==> config.mk <==
export PLATFORM = sky130hd
export DESIGN_NAME = subword_adder
export DESIGN_NICKNAME = d
export VERILOG_FILES = /design/src/rtl/subword_pkg.sv /design/src/rtl/sw_lane_map.sv /design/src/rtl/sw_prefix_adder.sv /design/src/rtl/sw_lane_post.sv /design/src/rtl/subword_adder.sv
export SDC_FILE = /design/constraint.sdc
export NUM_CORES = 1
export LEC_CHECK = 0
export CORE_ASPECT_RATIO = 0.5
export CORE_MARGIN = 3
export CORE_UTILIZATION = 58
export DETAILED_ROUTE_END_ITERATION = 10
export DONT_BUFFER_PORTS = 1
export PLACE_DENSITY = 0.73
export SETUP_SLACK_MARGIN = 0.1
export SLEW_MARGIN = 20
export SYNTH_ARGS = -nofsm -noshare
export SYNTH_HDL_FRONTEND = slang
export SYNTH_HIERARCHICAL = 1
export SYNTH_SLANG_ARGS = --single-unit
==> constraint.sdc <==
create_clock -name clk_i -period 0.8 [get_ports clk_i]
set_input_delay 0.08 -clock clk_i [delete_from_list [all_inputs] [get_ports clk_i]]
set_output_delay 0.08 -clock clk_i [all_outputs]
set_load 0.005 [all_outputs]
==> src/rtl/subword_pkg.sv <==
package subword_pkg;
  typedef enum logic [1:0] {
    MODE_W32 = 2'b00,
    MODE_H16 = 2'b01,
    MODE_B8  = 2'b10,
    MODE_RSV = 2'b11
  } mode_e;

  typedef enum logic [1:0] {
    OP_WRAP = 2'b00,
    OP_AVG  = 2'b01,
    OP_SSAT = 2'b10,
    OP_USAT = 2'b11
  } op_e;
endpackage

==> src/rtl/sw_lane_map.sv <==
module sw_lane_map
  import subword_pkg::*;
#(
  parameter int NB = 4,
  localparam int IW = $clog2(NB)
) (
  input  mode_e                  mode_i,
  output logic [NB-1:0]          split_o,   // byte starts a lane
  output logic [NB-1:0]          top_o,     // byte ends a lane
  output logic [NB-1:0][IW-1:0]  owner_o,   // top byte of the lane holding each byte
  output logic [NB-1:0]          lane_vld_o,
  output logic [NB-1:0][IW-1:0]  lane_top_o
);
  always_comb begin
    for (int k = 0; k < NB; k++) begin
      unique case (mode_i)
        MODE_W32: begin
          split_o[k]    = (k == 0);
          top_o[k]      = (k == NB-1);
          owner_o[k]    = IW'(NB-1);
          lane_vld_o[k] = (k == 0);
          lane_top_o[k] = IW'(NB-1);
        end
        MODE_H16: begin
          split_o[k]    = (k % 2 == 0);
          top_o[k]      = (k % 2 == 1);
          owner_o[k]    = IW'(k | 1);
          lane_vld_o[k] = (k < NB/2);
          lane_top_o[k] = IW'((2*k + 1) % NB);
        end
        default: begin
          split_o[k]    = 1'b1;
          top_o[k]      = 1'b1;
          owner_o[k]    = IW'(k);
          lane_vld_o[k] = 1'b1;
          lane_top_o[k] = IW'(k);
        end
      endcase
    end
  end
endmodule

==> src/rtl/sw_prefix_adder.sv <==
module sw_prefix_adder #(
  parameter int W      = 32,
  parameter int LANE_W = 8,
  localparam int NB    = W / LANE_W,
  localparam int LV    = $clog2(W)
) (
  input  logic [W-1:0]  a_i,
  input  logic [W-1:0]  b_i,
  input  logic          cin_i,
  input  logic [NB-1:0] split_i,
  output logic [W-1:0]  sum_o,
  output logic [W-1:0]  cin_eff_o,  // carry into each bit
  output logic [W-1:0]  cout_o      // carry out of each bit
);
  logic [W-1:0] g0, p0, cut;
  logic [W-1:0] gg [LV+1];
  logic [W-1:0] pp [LV+1];

  assign g0 = a_i & b_i;
  assign p0 = a_i ^ b_i;

  for (genvar i = 0; i < W; i++) begin : g_cut
    if (i % LANE_W == 0) begin : g_lsb
      assign cut[i] = split_i[i / LANE_W];
    end else begin : g_mid
      assign cut[i] = 1'b0;
    end
  end

  // at a cut LSB: the lane's own carry-in replaces the incoming carry
  assign gg[0] = g0 | (p0 & cut & {W{cin_i}});
  assign pp[0] = p0 & ~cut;

  for (genvar l = 1; l <= LV; l++) begin : g_lvl
    localparam int D = 1 << (l - 1);
    for (genvar i = 0; i < W; i++) begin : g_bit
      if (i >= D) begin : g_cmb
        assign gg[l][i] = gg[l-1][i] | (pp[l-1][i] & gg[l-1][i-D]);
        assign pp[l][i] = pp[l-1][i] & pp[l-1][i-D];
      end else begin : g_pass
        assign gg[l][i] = gg[l-1][i];
        assign pp[l][i] = pp[l-1][i];
      end
    end
  end

  for (genvar i = 0; i < W; i++) begin : g_sum
    if (i == 0) begin : g_b0
      assign cin_eff_o[i] = cin_i;
    end else begin : g_bn
      assign cin_eff_o[i] = cut[i] ? cin_i : gg[LV][i-1];
    end
  end

  assign sum_o  = p0 ^ cin_eff_o;
  assign cout_o = gg[LV];
endmodule

==> src/rtl/sw_lane_post.sv <==
module sw_lane_post
  import subword_pkg::*;
#(
  parameter int W      = 32,
  parameter int LANE_W = 8,
  localparam int NB    = W / LANE_W,
  localparam int IW    = $clog2(NB)
) (
  input  op_e                   op_i,
  input  logic                  sub_i,
  input  logic [W-1:0]          a_i,
  input  logic [W-1:0]          sum_i,
  input  logic [W-1:0]          cin_eff_i,
  input  logic [W-1:0]          cout_i,
  input  logic [NB-1:0]         top_i,
  input  logic [NB-1:0][IW-1:0] owner_i,
  output logic [W-1:0]          res_o,
  output logic [NB-1:0]         byte_c_o,
  output logic [NB-1:0]         byte_v_o
);
  logic [W-1:0] sum_sh;
  assign sum_sh = {1'b0, sum_i[W-1:1]};

  always_comb begin
    for (int k = 0; k < NB; k++) begin
      byte_c_o[k] = cout_i[k*LANE_W + LANE_W-1];
      byte_v_o[k] = cin_eff_i[k*LANE_W + LANE_W-1] ^ cout_i[k*LANE_W + LANE_W-1];
    end
    res_o = sum_i;
    for (int k = 0; k < NB; k++) begin
      logic lc, lv, neg;
      logic [LANE_W-1:0] wrap, avg, ssat, usat;
      lc   = byte_c_o[owner_i[k]];
      lv   = byte_v_o[owner_i[k]];
      neg  = a_i[owner_i[k]*LANE_W + LANE_W-1];
      wrap = sum_i[k*LANE_W +: LANE_W];
      avg  = sum_sh[k*LANE_W +: LANE_W];
      if (top_i[k]) avg[LANE_W-1] = lc ^ sub_i;
      ssat = top_i[k] ? {neg, {(LANE_W-1){~neg}}} : {LANE_W{~neg}};
      if (!lv) ssat = wrap;
      usat = (lc ^ sub_i) ? {LANE_W{~sub_i}} : wrap;
      unique case (op_i)
        OP_WRAP: res_o[k*LANE_W +: LANE_W] = wrap;
        OP_AVG:  res_o[k*LANE_W +: LANE_W] = avg;
        OP_SSAT: res_o[k*LANE_W +: LANE_W] = ssat;
        default: res_o[k*LANE_W +: LANE_W] = usat;
      endcase
    end
  end
endmodule

==> src/rtl/subword_adder.sv <==
module subword_adder
  import subword_pkg::*;
#(
  parameter int W      = 32,
  parameter int LANE_W = 8,
  localparam int NB    = W / LANE_W,
  localparam int IW    = $clog2(NB)
) (
  input  logic          clk_i,
  input  logic          rst_ni,
  input  logic [W-1:0]  a_i,
  input  logic [W-1:0]  b_i,
  input  logic          sub_i,
  input  logic [1:0]    mode_i,
  input  logic [1:0]    op_i,
  output logic [W-1:0]  sum_o,
  output logic [NB-1:0] cout_o,
  output logic [NB-1:0] ovf_o
);
  mode_e mode;
  op_e   op;
  assign mode = mode_e'(mode_i);
  assign op   = op_e'(op_i);

  logic [NB-1:0]         split, top, lane_vld;
  logic [NB-1:0][IW-1:0] owner, lane_top;
  logic [W-1:0]          b_eff, raw_sum, cin_eff, cout_bits, res;
  logic [NB-1:0]         byte_c, byte_v, cout_d, ovf_d;

  sw_lane_map #(.NB(NB)) u_map (
    .mode_i    (mode),
    .split_o   (split),
    .top_o     (top),
    .owner_o   (owner),
    .lane_vld_o(lane_vld),
    .lane_top_o(lane_top)
  );

  assign b_eff = b_i ^ {W{sub_i}};

  sw_prefix_adder #(.W(W), .LANE_W(LANE_W)) u_add (
    .a_i      (a_i),
    .b_i      (b_eff),
    .cin_i    (sub_i),
    .split_i  (split),
    .sum_o    (raw_sum),
    .cin_eff_o(cin_eff),
    .cout_o   (cout_bits)
  );

  sw_lane_post #(.W(W), .LANE_W(LANE_W)) u_post (
    .op_i     (op),
    .sub_i    (sub_i),
    .a_i      (a_i),
    .sum_i    (raw_sum),
    .cin_eff_i(cin_eff),
    .cout_i   (cout_bits),
    .top_i    (top),
    .owner_i  (owner),
    .res_o    (res),
    .byte_c_o (byte_c),
    .byte_v_o (byte_v)
  );

  always_comb begin
    for (int l = 0; l < NB; l++) begin
      cout_d[l] = lane_vld[l] & byte_c[lane_top[l]];
      ovf_d[l]  = lane_vld[l] & byte_v[lane_top[l]];
    end
  end

  always_ff @(posedge clk_i or negedge rst_ni) begin
    if (!rst_ni) begin
      sum_o  <= '0;
      cout_o <= '0;
      ovf_o  <= '0;
    end else begin
      sum_o  <= res;
      cout_o <= cout_d;
      ovf_o  <= ovf_d;
    end
  end

  AST_LOW_LANE_LATENCY: assert property (@(posedge clk_i) disable iff (!rst_ni)
    (op == OP_WRAP && !sub_i) |=> sum_o[LANE_W-1:0] == $past(LANE_W'(a_i[LANE_W-1:0] + b_i[LANE_W-1:0])));
  AST_BYTE_ISOLATION: assert property (@(posedge clk_i) disable iff (!rst_ni)
    (mode == MODE_B8 && op == OP_WRAP && !sub_i) |=>
      sum_o[2*LANE_W-1:LANE_W] == $past(LANE_W'(a_i[2*LANE_W-1:LANE_W] + b_i[2*LANE_W-1:LANE_W])));
  AST_UNUSED_FLAGS: assert property (@(posedge clk_i) disable iff (!rst_ni)
    (mode == MODE_W32) |=> (cout_o[NB-1:1] == '0 && ovf_o[NB-1:1] == '0));
  AST_USAT_CLAMP: assert property (@(posedge clk_i) disable iff (!rst_ni)
    (mode == MODE_B8 && op == OP_USAT && !sub_i) |=> (!cout_o[0] || sum_o[LANE_W-1:0] == '1));
  AST_SSAT_RANGE: assert property (@(posedge clk_i) disable iff (!rst_ni)
    (mode == MODE_B8 && op == OP_SSAT) |=>
      (!ovf_o[0] || sum_o[LANE_W-1:0] == {1'b0, {(LANE_W-1){1'b1}}} ||
       sum_o[LANE_W-1:0] == {1'b1, {(LANE_W-1){1'b0}}}));
endmodule

==> results.tsv <==
stage	metric	value	unit
clock_tree	clk_path_buf_depth	2	
grt	grt_overflow	0	
cells_and_area	n_antenna_cell	0	
sta	slew_viol_final	0	
cells_and_area	final_cell_mix	buf_4 (181), nand2_1 (77), xor2_1 (55)	
floorplanning	rows	24	
floorplanning	core	9040	um2
cells_and_area	num-fill-cells	596	
setup_path	path_max_fanout	45	
pwr	finalPower	14600	uW
grt	global_route.usage.met3	6.90	%
placed_design	place_inst	908	
yosys	yosys_warnings	6	
grt	antenna_found_initial	0	
pwr	p_per_area	2030	nW/um2
clock_tree	clk_pin_slew	60	ps
route	remaining_drc_errors	0	
grt	grtUsageTotal	31.2	%
floorplanning	die_area	10900	um2
clock_tree	cts_root_buf	clkbuf_16	
cells_and_area	layout.cells.non_filler	930	
route	post_drt_wl_per_cell	19.3	um
clock_tree	cts_tree	done	
yosys	syn_area	5590	um2
flow_run	max-cap-violations	0	
sta	tightest_slew	522	ps
floorplanning	start_util	61.8	%
cells_and_area	layout.nets	904	
grt	met2_usage	49.1	%
pwr	p_leak	0.00333	uW
yosys	syn_avg_cell_area	8.72	um2
pwr	irDropWorstVdd	0.997	mV
route	vias	5820	
sta	relSlewSlack	65.0	%
setup_path	critPathArrivalTime	4150	ps
grt	grt.met1_usage	43.5	%
grt	grt_pass1_wl	26900	um
cells_and_area	fin_area	7170	um2
sta	setup_viol_count_final	40	
cells_and_area	area_delta_synth_final	28.4	%
placed_design	dp_slack	-3330	ps
outcome	violations	hold timing, setup timing	
setup_path	critPathRequiredTime	1020	ps
sta	fin_crit_sh	491	%
route	first_iter_violations	577	
route	first_pass_iters	8	
floorplanning	die_y	75.4	um
grt	grt_pass1_vias	5475	
clock_tree	htree_levels	2	
setup_path	crit_type	in -> reg	
cells_and_area	final_common_cell	buf_4	
sta	whs	-529	ps
placed_design	portBuffers	0	
floorplanning	io-pin-count	111	
grt	top_usage_layer	met2	
outcome	outcome	complete, but fails checks	
route	vias_per_cell	6.26	
sta	rsz0062_at_grt	true	
placed_design	dp_hpwl	13100	um
sta	setup_slack	-3130	ps
sta	hold_viol	40	
placed_design	place.gp.congestion	0.937	
route	wl	17900	um
floorplanning	die_width	145	um
clock_tree	cts_made_buffers	5	
grt	grt_max_degree	46	
cells_and_area	drive_gt1_share	37.4	%
route	drtAntennaViolNets	0	
sta	min_period	3930	ps
clock_tree	cts_sinks	40	
placed_design	place_area	6820	um2
setup_path	worstSetupEndpointType	register	
yosys	synthCells	641	
setup_path	cp-start-kind	input pin	
sta	clock.fmax	255	MHz
worst_hold_path	min_path_type	in -> async	
clock_tree	ctsHoldBuffers	1	
layout make-up:
type	instances	area, um2	share of cell area (%)
Inverter	22	82.6	1.15
Clock inverter	2	12.5	0.174
Timing Repair Buffer	194	1530	21.3
Clock buffer	5	125	1.74
Tap cell	130	163	2.27
Multi-Input combinational cell	537	4260	59.4
Sequential cell	40	1000	14.0
repair_timing:
item                       CTS  global route
hold endpoints to repair    44            40
resized for setup           13            13
setup endpoints to repair   80            80
pin swaps                   11            10
buffers inserted            10             4
cloned                       0             0
metrics by stage:
stage | setup TNS [ps] | hold slack [ps] | util [%]
2_1_floorplan | -134900 | -216 | -
3_3_place_gp | -123960 | -215 | 75.5
3_5_place_dp | -127980 | -214 | 75.5
4_1_cts | -115160 | -524 | 78.3
5_1_grt | -124800 | -531 | 79.3
6_report | -118620 | -529 | 79.3
metal layers:
metal | vias up | part of all wire (%)
met3 | 73 | 13
met1 | 2721 | 42
li1 | 2609 | -
met2 | 417 | 43
met5 | - | 0
met4 | 0 | 3.2
state kept, by name, summed over array words and instances (netlist names):
name / flops
ovf_o: 4
sum_o: 32
cout_o: 4
path summary, 6_finish.rpt:
kind,start,to,slack (ps),depth (start not counted)
max,sub_i,sum_o[0]$_DFF_PN0_,-3130,20
min,rst_ni,sum_o[15]$_DFF_PN0_,-530,0
max in group asynchronous,rst_ni,sum_o[18]$_DFF_PN0_,1240,0
min in group clk_i,mode_i[1],sum_o[23]$_DFF_PN0_,120,2
worst max-delay path: stages:
cell and delay, ps:
xor2_1 150, ha_1 320, a31o_2 260, fa_2 340, a21o_1 200, a221oi_2 300, or3b_4 190, a21oi_2 70
a2111oi_4 230, o221a_2 280, a21oi_2 90, nand3_2 110, nand2_4 90, xnor2_4 170, buf_4 150, mux4_2 520
buf_4 180, nand3b_1 150, o221ai_4 140, nor2_1 110
where the power goes:
group / total, uW / internal [uW] / switching (uW)
Combinational: 9650 / 4920 / 4730
Sequential: 2970 / 2620 / 350
Clock: 1960 / 1130 / 824
Total: 14600 / 8680 / 5900
Power figures use the tool's default switching activity.
